<file path="config.mk">
export PLATFORM = sky130hd
export DESIGN_NAME = smb_cfg_bank
export DESIGN_NICKNAME = d
export VERILOG_FILES = /design/src/rtl/smb_cfg_pkg.sv /design/src/rtl/smb_line_sense.sv /design/src/rtl/smb_cfg_regs.sv /design/src/rtl/smb_xact_fsm.sv /design/src/rtl/smb_cfg_bank.sv
export SDC_FILE = /design/constraint.sdc
export NUM_CORES = 1
export LEC_CHECK = 0
export ABC_AREA = 0
export BUFFER_PORTS_ARGS = -buffer_cell sky130_fd_sc_hd__buf_2
export CAP_MARGIN = 20
export CORE_MARGIN = 10
export CORE_UTILIZATION = 29
export CTS_CLUSTER_SIZE = 28
export DETAILED_ROUTE_END_ITERATION = 8
export PLACE_DENSITY = 0.57
export SYNTH_ARGS = -nofsm -noshare
export SYNTH_HDL_FRONTEND = slang
export SYNTH_SLANG_ARGS = --single-unit
</file>
<file path="constraint.sdc">
create_clock -name clk -period 6.4 [get_ports clk]
set_clock_uncertainty 0.1 [all_clocks]
set_input_delay 0.64 -clock clk [delete_from_list [all_inputs] [get_ports clk]]
set_output_delay 0.64 -clock clk [all_outputs]
set_load 0.02 [all_outputs]
</file>
<file path="src/rtl/smb_cfg_pkg.sv">
package smb_cfg_pkg;

  typedef enum logic [2:0] {
    PH_IDLE,
    PH_ADDR,
    PH_CMD,
    PH_COUNT,
    PH_WDATA,
    PH_RDATA,
    PH_SKIP
  } smb_phase_e;

  localparam logic [7:0] SIGNATURE_VAL = 8'h08;
  localparam int         SIGNATURE_IDX = 6;

  // Power-up contents of the stored bits.
  function automatic logic [7:0] reg_default(int idx);
    case (idx)
      0:       return 8'h08;
      1:       return 8'h07;
      2:       return 8'h7F;
      3:       return 8'hC7;
      4:       return 8'h3F;
      5:       return 8'h40;
      default: return 8'h00;
    endcase
  endfunction

  // Bits a host write may change; the others are pin mirrors or constants.
  function automatic logic [7:0] reg_wmask(int idx);
    case (idx)
      0:             return 8'hE8;
      1:             return 8'h7F;
      SIGNATURE_IDX: return 8'h00;
      default:       return 8'hFF;
    endcase
  endfunction

endpackage

</file>
<file path="src/rtl/smb_line_sense.sv">
module smb_line_sense #(
  parameter int SYNC_STAGES = 2
) (
  input  logic clk,
  input  logic rst_n,
  input  logic scl_i,
  input  logic sda_i,
  output logic scl_lvl,
  output logic sda_lvl,
  output logic scl_rise,
  output logic scl_fall,
  output logic start_det,
  output logic stop_det
);
  localparam int TOP = SYNC_STAGES - 1;

  logic [TOP:0] scl_sr, sda_sr;
  logic         scl_q, sda_q;

  always_ff @(posedge clk or negedge rst_n) begin
    if (!rst_n) begin
      scl_sr <= '1;
      sda_sr <= '1;
      scl_q  <= 1'b1;
      sda_q  <= 1'b1;
    end else begin
      scl_sr <= {scl_sr[TOP-1:0], scl_i};
      sda_sr <= {sda_sr[TOP-1:0], sda_i};
      scl_q  <= scl_sr[TOP];
      sda_q  <= sda_sr[TOP];
    end
  end

  assign scl_lvl   = scl_sr[TOP];
  assign sda_lvl   = sda_sr[TOP];
  assign scl_rise  =  scl_sr[TOP] & ~scl_q;
  assign scl_fall  = ~scl_sr[TOP] &  scl_q;
  assign start_det =  scl_sr[TOP] & scl_q & sda_q & ~sda_sr[TOP];
  assign stop_det  =  scl_sr[TOP] & scl_q & ~sda_q & sda_sr[TOP];

  a_r2_start_stop_exclusive: assert property (@(posedge clk) disable iff (!rst_n)
    !(start_det && stop_det));

endmodule

</file>
<file path="src/rtl/smb_cfg_regs.sv">
module smb_cfg_regs
  import smb_cfg_pkg::*;
#(
  parameter int NUM_REGS = 10,
  parameter int PTR_W    = 7
) (
  input  logic                  clk,
  input  logic                  rst_n,
  input  logic                  wr_en,
  input  logic [PTR_W-1:0]      wr_addr,
  input  logic [7:0]            wr_data,
  input  logic [PTR_W-1:0]      rd_addr,
  output logic [7:0]            rd_data,
  input  logic [2:0]            sel_pins_i,
  input  logic                  cpu_stop_n_i,
  input  logic                  pci_stop_n_i,
  input  logic                  mult_sel_i,
  output logic [NUM_REGS*8-1:0] cfg_o
);
  localparam logic [PTR_W-1:0] LAST_IDX = PTR_W'(NUM_REGS - 1);

  logic [7:0] stored [NUM_REGS];

  for (genvar g = 0; g < NUM_REGS; g++) begin : g_reg
    localparam logic [7:0] DEF = reg_default(g);
    localparam logic [7:0] WM  = reg_wmask(g);
    logic [7:0] store;

    always_ff @(posedge clk or negedge rst_n) begin
      if (!rst_n) begin
        store <= DEF;
      end else if (wr_en && wr_addr == PTR_W'(g)) begin
        store <= (store & ~WM) | (wr_data & WM);
      end
    end

    assign stored[g]         = store;
    assign cfg_o[g*8 +: 8]   = store;
  end

  // Host-visible view: pin mirrors and constants overlay the stored bits.
  always_comb begin
    rd_data = 8'h00;
    for (int i = 0; i < NUM_REGS; i++) begin
      if (rd_addr == PTR_W'(i)) rd_data = stored[i];
    end
    if (rd_addr == PTR_W'(0)) begin
      rd_data = {stored[0][7:5], cpu_stop_n_i, stored[0][3] & pci_stop_n_i, sel_pins_i};
    end else if (rd_addr == PTR_W'(1)) begin
      rd_data = {mult_sel_i, stored[1][6:0]};
    end else if (rd_addr == PTR_W'(SIGNATURE_IDX)) begin
      rd_data = SIGNATURE_VAL;
    end
  end

  a_r11_high_offset_ignored: assert property (@(posedge clk) disable iff (!rst_n)
    (wr_en && wr_addr > LAST_IDX) |=> $stable(cfg_o));

endmodule

</file>
<file path="src/rtl/smb_xact_fsm.sv">
module smb_xact_fsm
  import smb_cfg_pkg::*;
#(
  parameter int         PTR_W       = 7,
  parameter logic [6:0] DEV_ADDR    = 7'h69,
  parameter int         BLOCK_COUNT = 10
) (
  input  logic             clk,
  input  logic             rst_n,
  input  logic             scl_lvl,
  input  logic             sda_lvl,
  input  logic             scl_rise,
  input  logic             scl_fall,
  input  logic             start_det,
  input  logic             stop_det,
  input  logic [7:0]       rd_data,
  output logic [PTR_W-1:0] rd_addr,
  output logic             wr_en,
  output logic [PTR_W-1:0] wr_addr,
  output logic [7:0]       wr_data,
  output logic             sda_pull
);
  smb_phase_e       phase, nxt;
  logic [3:0]       bit_cnt;
  logic             in_ack;
  logic             blk_mode;
  logic [7:0]       shreg;
  logic [7:0]       tx;
  logic [PTR_W-1:0] ptr, ptr_next;
  logic [2:0]       bsel;

  assign ptr_next = (ptr == '1) ? ptr : ptr + 1'b1;
  assign bsel     = 3'd7 - bit_cnt[2:0];
  assign rd_addr  = ptr;

  always_ff @(posedge clk or negedge rst_n) begin
    if (!rst_n) begin
      phase    <= PH_IDLE;
      nxt      <= PH_IDLE;
      bit_cnt  <= '0;
      in_ack   <= 1'b0;
      blk_mode <= 1'b0;
      shreg    <= '0;
      tx       <= '0;
      ptr      <= '0;
      wr_en    <= 1'b0;
      wr_addr  <= '0;
      wr_data  <= '0;
      sda_pull <= 1'b0;
    end else begin
      wr_en <= 1'b0;
      if (stop_det) begin
        phase    <= PH_IDLE;
        sda_pull <= 1'b0;
        in_ack   <= 1'b0;
        bit_cnt  <= '0;
      end else if (start_det) begin
        phase    <= PH_ADDR;
        sda_pull <= 1'b0;
        in_ack   <= 1'b0;
        bit_cnt  <= '0;
      end else if (phase == PH_IDLE || phase == PH_SKIP) begin
        sda_pull <= 1'b0;
      end else if (scl_rise) begin
        if (!in_ack && bit_cnt < 4'd8) begin
          shreg   <= {shreg[6:0], sda_lvl};
          bit_cnt <= bit_cnt + 4'd1;
        end else if (in_ack && phase == PH_RDATA) begin
          if (sda_lvl) begin
            phase <= PH_SKIP;           // master NACK ends the read
          end else begin
            tx  <= rd_data;
            ptr <= ptr_next;
          end
        end
      end else if (scl_fall) begin
        if (in_ack) begin
          in_ack   <= 1'b0;
          bit_cnt  <= '0;
          phase    <= nxt;
          sda_pull <= (nxt == PH_RDATA) ? ~tx[7] : 1'b0;
        end else if (bit_cnt == 4'd8) begin
          in_ack <= 1'b1;
          case (phase)
            PH_ADDR: begin
              if (shreg[7:1] == DEV_ADDR) begin
                sda_pull <= 1'b1;
                if (shreg[0]) begin
                  nxt <= PH_RDATA;
                  if (blk_mode) begin
                    tx  <= 8'(BLOCK_COUNT);
                  end else begin
                    tx  <= rd_data;
                    ptr <= ptr_next;
                  end
                end else begin
                  nxt <= PH_CMD;
                end
              end else begin
                phase    <= PH_SKIP;
                in_ack   <= 1'b0;
                sda_pull <= 1'b0;
              end
            end
            PH_CMD: begin
              sda_pull <= 1'b1;
              blk_mode <= ~shreg[7];
              ptr      <= shreg[7] ? PTR_W'(shreg[6:0]) : '0;
              nxt      <= shreg[7] ? PH_WDATA : PH_COUNT;
            end
            PH_COUNT: begin
              sda_pull <= 1'b1;
              nxt      <= PH_WDATA;
            end
            PH_WDATA: begin
              sda_pull <= 1'b1;
              wr_en    <= 1'b1;
              wr_addr  <= ptr;
              wr_data  <= shreg;
              ptr      <= ptr_next;
              nxt      <= PH_WDATA;
            end
            default: begin              // read: free SDA for the master's ack
              sda_pull <= 1'b0;
              nxt      <= PH_RDATA;
            end
          endcase
        end else if (phase == PH_RDATA && bit_cnt != 4'd0) begin
          sda_pull <= ~tx[bsel];
        end
      end
    end
  end

  a_r12_pull_moves_scl_low: assert property (@(posedge clk) disable iff (!rst_n)
    ((sda_pull != $past(sda_pull)) && !$past(stop_det) && !$past(start_det)) |-> !scl_lvl);

  a_r2_skip_is_silent: assert property (@(posedge clk) disable iff (!rst_n)
    (phase == PH_SKIP || phase == PH_IDLE) |-> !sda_pull);

  a_r5_bit_count_bound: assert property (@(posedge clk) disable iff (!rst_n)
    bit_cnt <= 4'd8);

  a_r7_data_drive_in_read: assert property (@(posedge clk) disable iff (!rst_n)
    (sda_pull && !in_ack) |-> phase == PH_RDATA);

endmodule

</file>
<file path="src/rtl/smb_cfg_bank.sv">
module smb_cfg_bank #(
  parameter int         NUM_REGS    = 10,
  parameter logic [6:0] DEV_ADDR    = 7'h69,
  parameter int         BLOCK_COUNT = NUM_REGS,
  parameter int         SYNC_STAGES = 2
) (
  input  logic                  clk,
  input  logic                  rst_n,
  input  logic                  scl_i,
  input  logic                  sda_i,
  output logic                  sda_pull_o,
  input  logic [2:0]            sel_pins_i,
  input  logic                  cpu_stop_n_i,
  input  logic                  pci_stop_n_i,
  input  logic                  mult_sel_i,
  output logic [NUM_REGS*8-1:0] cfg_o
);
  localparam int PTR_W = 7;

  logic             scl_lvl, sda_lvl, scl_rise, scl_fall, start_det, stop_det;
  logic             wr_en;
  logic [PTR_W-1:0] wr_addr, rd_addr;
  logic [7:0]       wr_data, rd_data;

  smb_line_sense #(.SYNC_STAGES(SYNC_STAGES)) u_sense (
    .clk(clk), .rst_n(rst_n), .scl_i(scl_i), .sda_i(sda_i),
    .scl_lvl(scl_lvl), .sda_lvl(sda_lvl), .scl_rise(scl_rise), .scl_fall(scl_fall),
    .start_det(start_det), .stop_det(stop_det)
  );

  smb_xact_fsm #(.PTR_W(PTR_W), .DEV_ADDR(DEV_ADDR), .BLOCK_COUNT(BLOCK_COUNT)) u_fsm (
    .clk(clk), .rst_n(rst_n), .scl_lvl(scl_lvl), .sda_lvl(sda_lvl),
    .scl_rise(scl_rise), .scl_fall(scl_fall), .start_det(start_det), .stop_det(stop_det),
    .rd_data(rd_data), .rd_addr(rd_addr), .wr_en(wr_en), .wr_addr(wr_addr),
    .wr_data(wr_data), .sda_pull(sda_pull_o)
  );

  smb_cfg_regs #(.NUM_REGS(NUM_REGS), .PTR_W(PTR_W)) u_regs (
    .clk(clk), .rst_n(rst_n), .wr_en(wr_en), .wr_addr(wr_addr), .wr_data(wr_data),
    .rd_addr(rd_addr), .rd_data(rd_data), .sel_pins_i(sel_pins_i),
    .cpu_stop_n_i(cpu_stop_n_i), .pci_stop_n_i(pci_stop_n_i), .mult_sel_i(mult_sel_i),
    .cfg_o(cfg_o)
  );

endmodule

</file>
==> results.sh <==
export IMPL_cts_hold_buf=0
export IMPL_synth_edf_count=0
export IMPL_start_kind="flip-flop"
export IMPL_ant_nets=0
export IMPL_yosys_top_cells_area="dfrtp_1 35%, mux2_2 16%, dfstp_2 11%, nand2_1 2.3%, a32oi_1 2.2%"
export IMPL_cts_resized=0
export IMPL_firstDrtPassIters=5
export IMPL_fmax_mhz=323
export IMPL_viasPerCell=5.27
export IMPL_grt_pass1_wl_microns=31700
export IMPL_ys_warnings_count=0
export IMPL_yosys_area_top_type_share_pct=35.5
export IMPL_ys_ff_latch=125
export IMPL_post_cts_repair_setup_buffers=0
export IMPL_die_y_microns=173
export IMPL_startpoint="u_fsm.rd_addr[3]"
export IMPL_area_growth_pct=17.9
export IMPL_gr_total_overflow=0
export IMPL_vias=5215
export IMPL_first_iter_violations=349
export IMPL_initial_core_util_pct=29.7
export IMPL_rows=55
export IMPL_worst_slack_ps=3300
export IMPL_dieArea_sq_um=29900
export IMPL_whs_ps=166
export IMPL_r2r_cells=5
export IMPL_relSlewSlack_pct=30.0
export IMPL_r2r_start="u_fsm.rd_addr[3]"
export IMPL_antenna_found_initial=0
export IMPL_timing_final_setup_violations=0
export IMPL_h_tree_depth=4
export IMPL_status="finished, final reports clean"
export IMPL_syn_avg_cell_area_sq_um=11.2
export IMPL_drc=0
export IMPL_cts_path_max_buffers=2
export IMPL_cpLargestDelayFamily="simple AND/OR/NAND/NOR gates"
export IMPL_placed_cells=957
export IMPL_ys_types=73
export IMPL_worst_ep_required_time_ps=6640
export IMPL_yosysSeqAreaShare_pct=46.7
export IMPL_path_class="flip-flop to flip-flop"
export IMPL_core_sq_um=22800
export IMPL_cp_max_fo=35
export IMPL_post_place_ws_ps=3400
export IMPL_drive_above_1_share_pct=37.7
export IMPL_slowest_stage="nor4_4"
export IMPL_async_reset_ff_share_pct=100
export IMPL_max_stage_delay_ps=920
export IMPL_cts_tree="done"
export IMPL_cp_arrival_ps=3340
export IMPL_post_route_period_util_pct=48.4
export IMPL_finalMaxSlewViolations=0
export IMPL_grt_max_degree=70
export IMPL_fin_nets=682
export IMPL_clock_latency_ps=430
export IMPL_wl_per_cell_microns=20.5
export IMPL_die_w_microns=173
export IMPL_path_cells="nor4_4, nand2_1, nand3_1, nor3_1, o21ai_0"
export IMPL_synthCells=605
export IMPL_worst_slew_pin_slew_ps=1050
export IMPL_io_pins=91
export IMPL_tns_ps=0
export IMPL_wirelength_microns=20300
export IMPL_power_leakage_nw=3.53
export IMPL_rsz0062_at_grt="no"
export IMPL_final_util_pct=35.0
export IMPL_period_minus_slack_ps=3100
export IMPL_path_depth=5
export IMPL_root_buffer="clkbuf_16"
export IMPL_irDropWorstVdd_mv=0.190
export IMPL_fin_cells=989
export IMPL_hold_class="input pin to async pin"
export IMPL_cts_sinks=125
export IMPL_hold_viol=0
export IMPL_power_density_nw_per_um2=263
export IMPL_clkTransAtPathRegs_ps=60
export IMPL_worst_path_buf_inv=0
export IMPL_gp_congestion=0.898
export IMPL_maxCapViolCount=0
export IMPL_ys_flop_type="dfrtp_1"
export IMPL_yosys_area_top_type="dfrtp_1"
export IMPL_netlist_area_sq_um=6780
export IMPL_dp_hpwl_microns=14900
export IMPL_end_kind="flip-flop"
export IMPL_diodes=0
export IMPL_grt_util_all_layers_pct=13.4
export IMPL_grt_pass1_vias=5132
export IMPL_port_buffers=77
export IMPL_cts_buffers=17
## final timing paths
| kind | slack [ps] | end |
|---|---|---|
| worst max-delay path | 3300 | u_fsm.tx[0] |
| worst min-delay path | 170 | u_regs.g_reg[0].store[6] |
| worst max register to register | 3300 | u_fsm.tx[0] |
| worst min register to register | 260 | u_sense.sda_sr[1] |
| max in group asynchronous | 4640 | u_fsm.rd_addr[0] |
| min in group clk | 210 | u_sense.scl_sr[0] |
## through the flow
| stage | cell area, sq um | total power [mW] |
|---|---|---|
| finish | 7990 | 2.10 |
| global route | 7990 | 2.17 |
| CTS | 7990 | 2.12 |
| detailed placement | 7340 | 1.05 |
| global placement | 7340 | 1.05 |
| floorplan | 6820 | 0.997 |
## flip-flops by register name, indices dropped and copies added (netlist names), 2 cells and up
register and cells:
u_fsm.nxt 3, u_regs.g.store 67, u_fsm.bit_cnt 4, u_fsm.wr_data 8, u_sense.sda_sr 2, u_fsm.phase 3
u_fsm.shreg 8, u_sense.scl_sr 2, u_fsm.rd_addr 7, u_fsm.wr_addr 7, u_fsm.tx 8
## where the power goes
part	switching, mW	internal [mW]	total [mW]
Clock	0.394	0.669	1.06
Combinational	0.105	0.0635	0.168
Sequential	0.0527	0.820	0.873
Total	0.551	1.55	2.10
## kinds of logic after synthesis
| logic type | share of synthesized area (%) |
|---|---|
| buf+inv | 5.30 |
| mux | 17.0 |
| xor+xnor | 0.259 |
| simple gates | 15.0 |
| other cells | 0.0553 |
| flops | 46.7 |
| compound gates | 14.0 |
| fa+ha+maj | 1.66 |
## final cells by class
class	instances	area, sq um
clock buffer	18	439
clock inverter	14	204
fill	2328	14900
inverter	22	82.6
multi-input combinational	418	3300
sequential	125	3160
tap	313	392
timing repair buffer	79	403
## per-layer routing
layer	vias to the layer above	global-route usage (%)	routed length, microns
met4	0	3.99	435
met2	169	20.4	9180
met5	-	0	0
met3	25	4.07	1150
li1	2386	-	-
met1	2635	18.0	9550
## synthesized netlist by cell type, types with 3 or more instances
cell type	count
nor3b_1	5
nor3_2	3
nand2_1	42
a32oi_1	17
a21oi_1	18
o2bb2ai_1	3
dfstp_2	29
and2_1	6
a31oi_1	8
a22o_1	7
ha_1	9
nor4b_1	3
buf_1	6
nand4_1	4
nand3_1	12
o31ai_1	3
buf_4	14
a311o_1	7
buf_2	11
and3_1	3
mux2_2	95
o2111ai_1	8
o21ai_1	5
o22ai_1	10
nor4_1	4
nor2_1	19
and3b_1	3
dfrtp_1	96
nor4bb_1	13
nor3_1	13
clkbuf_1	19
mux2i_1	4
inv_1	22
nor2b_1	8
o21ai_0	24
nand2b_1	6
## layout by cell type (no fill, tap or decap), drive strengths merged, types with 3 or more instances in the layout
cell type,n
nor4b,5
o22ai,10
nor3,17
inv,28
nand4,4
o31ai,4
clkinvlp,3
nor2,19
o21ai,29
nand3,13
a21oi,18
a32oi,17
nor4bb,13
and3b,3
buf,79
dfstp,29
o2111ai,9
clkbuf,18
nor4,6
bufinv,4
a22o,7
ha,9
nor2b,8
nand2,42
and2,7
mux2,95
mux2i,4
nor3b,5
conb,13
and3,3
nand2b,6
a311o,7
dfrtp,96
o2bb2ai,4
a31oi,8
Note: power is estimated with default switching activity, not from simulation.
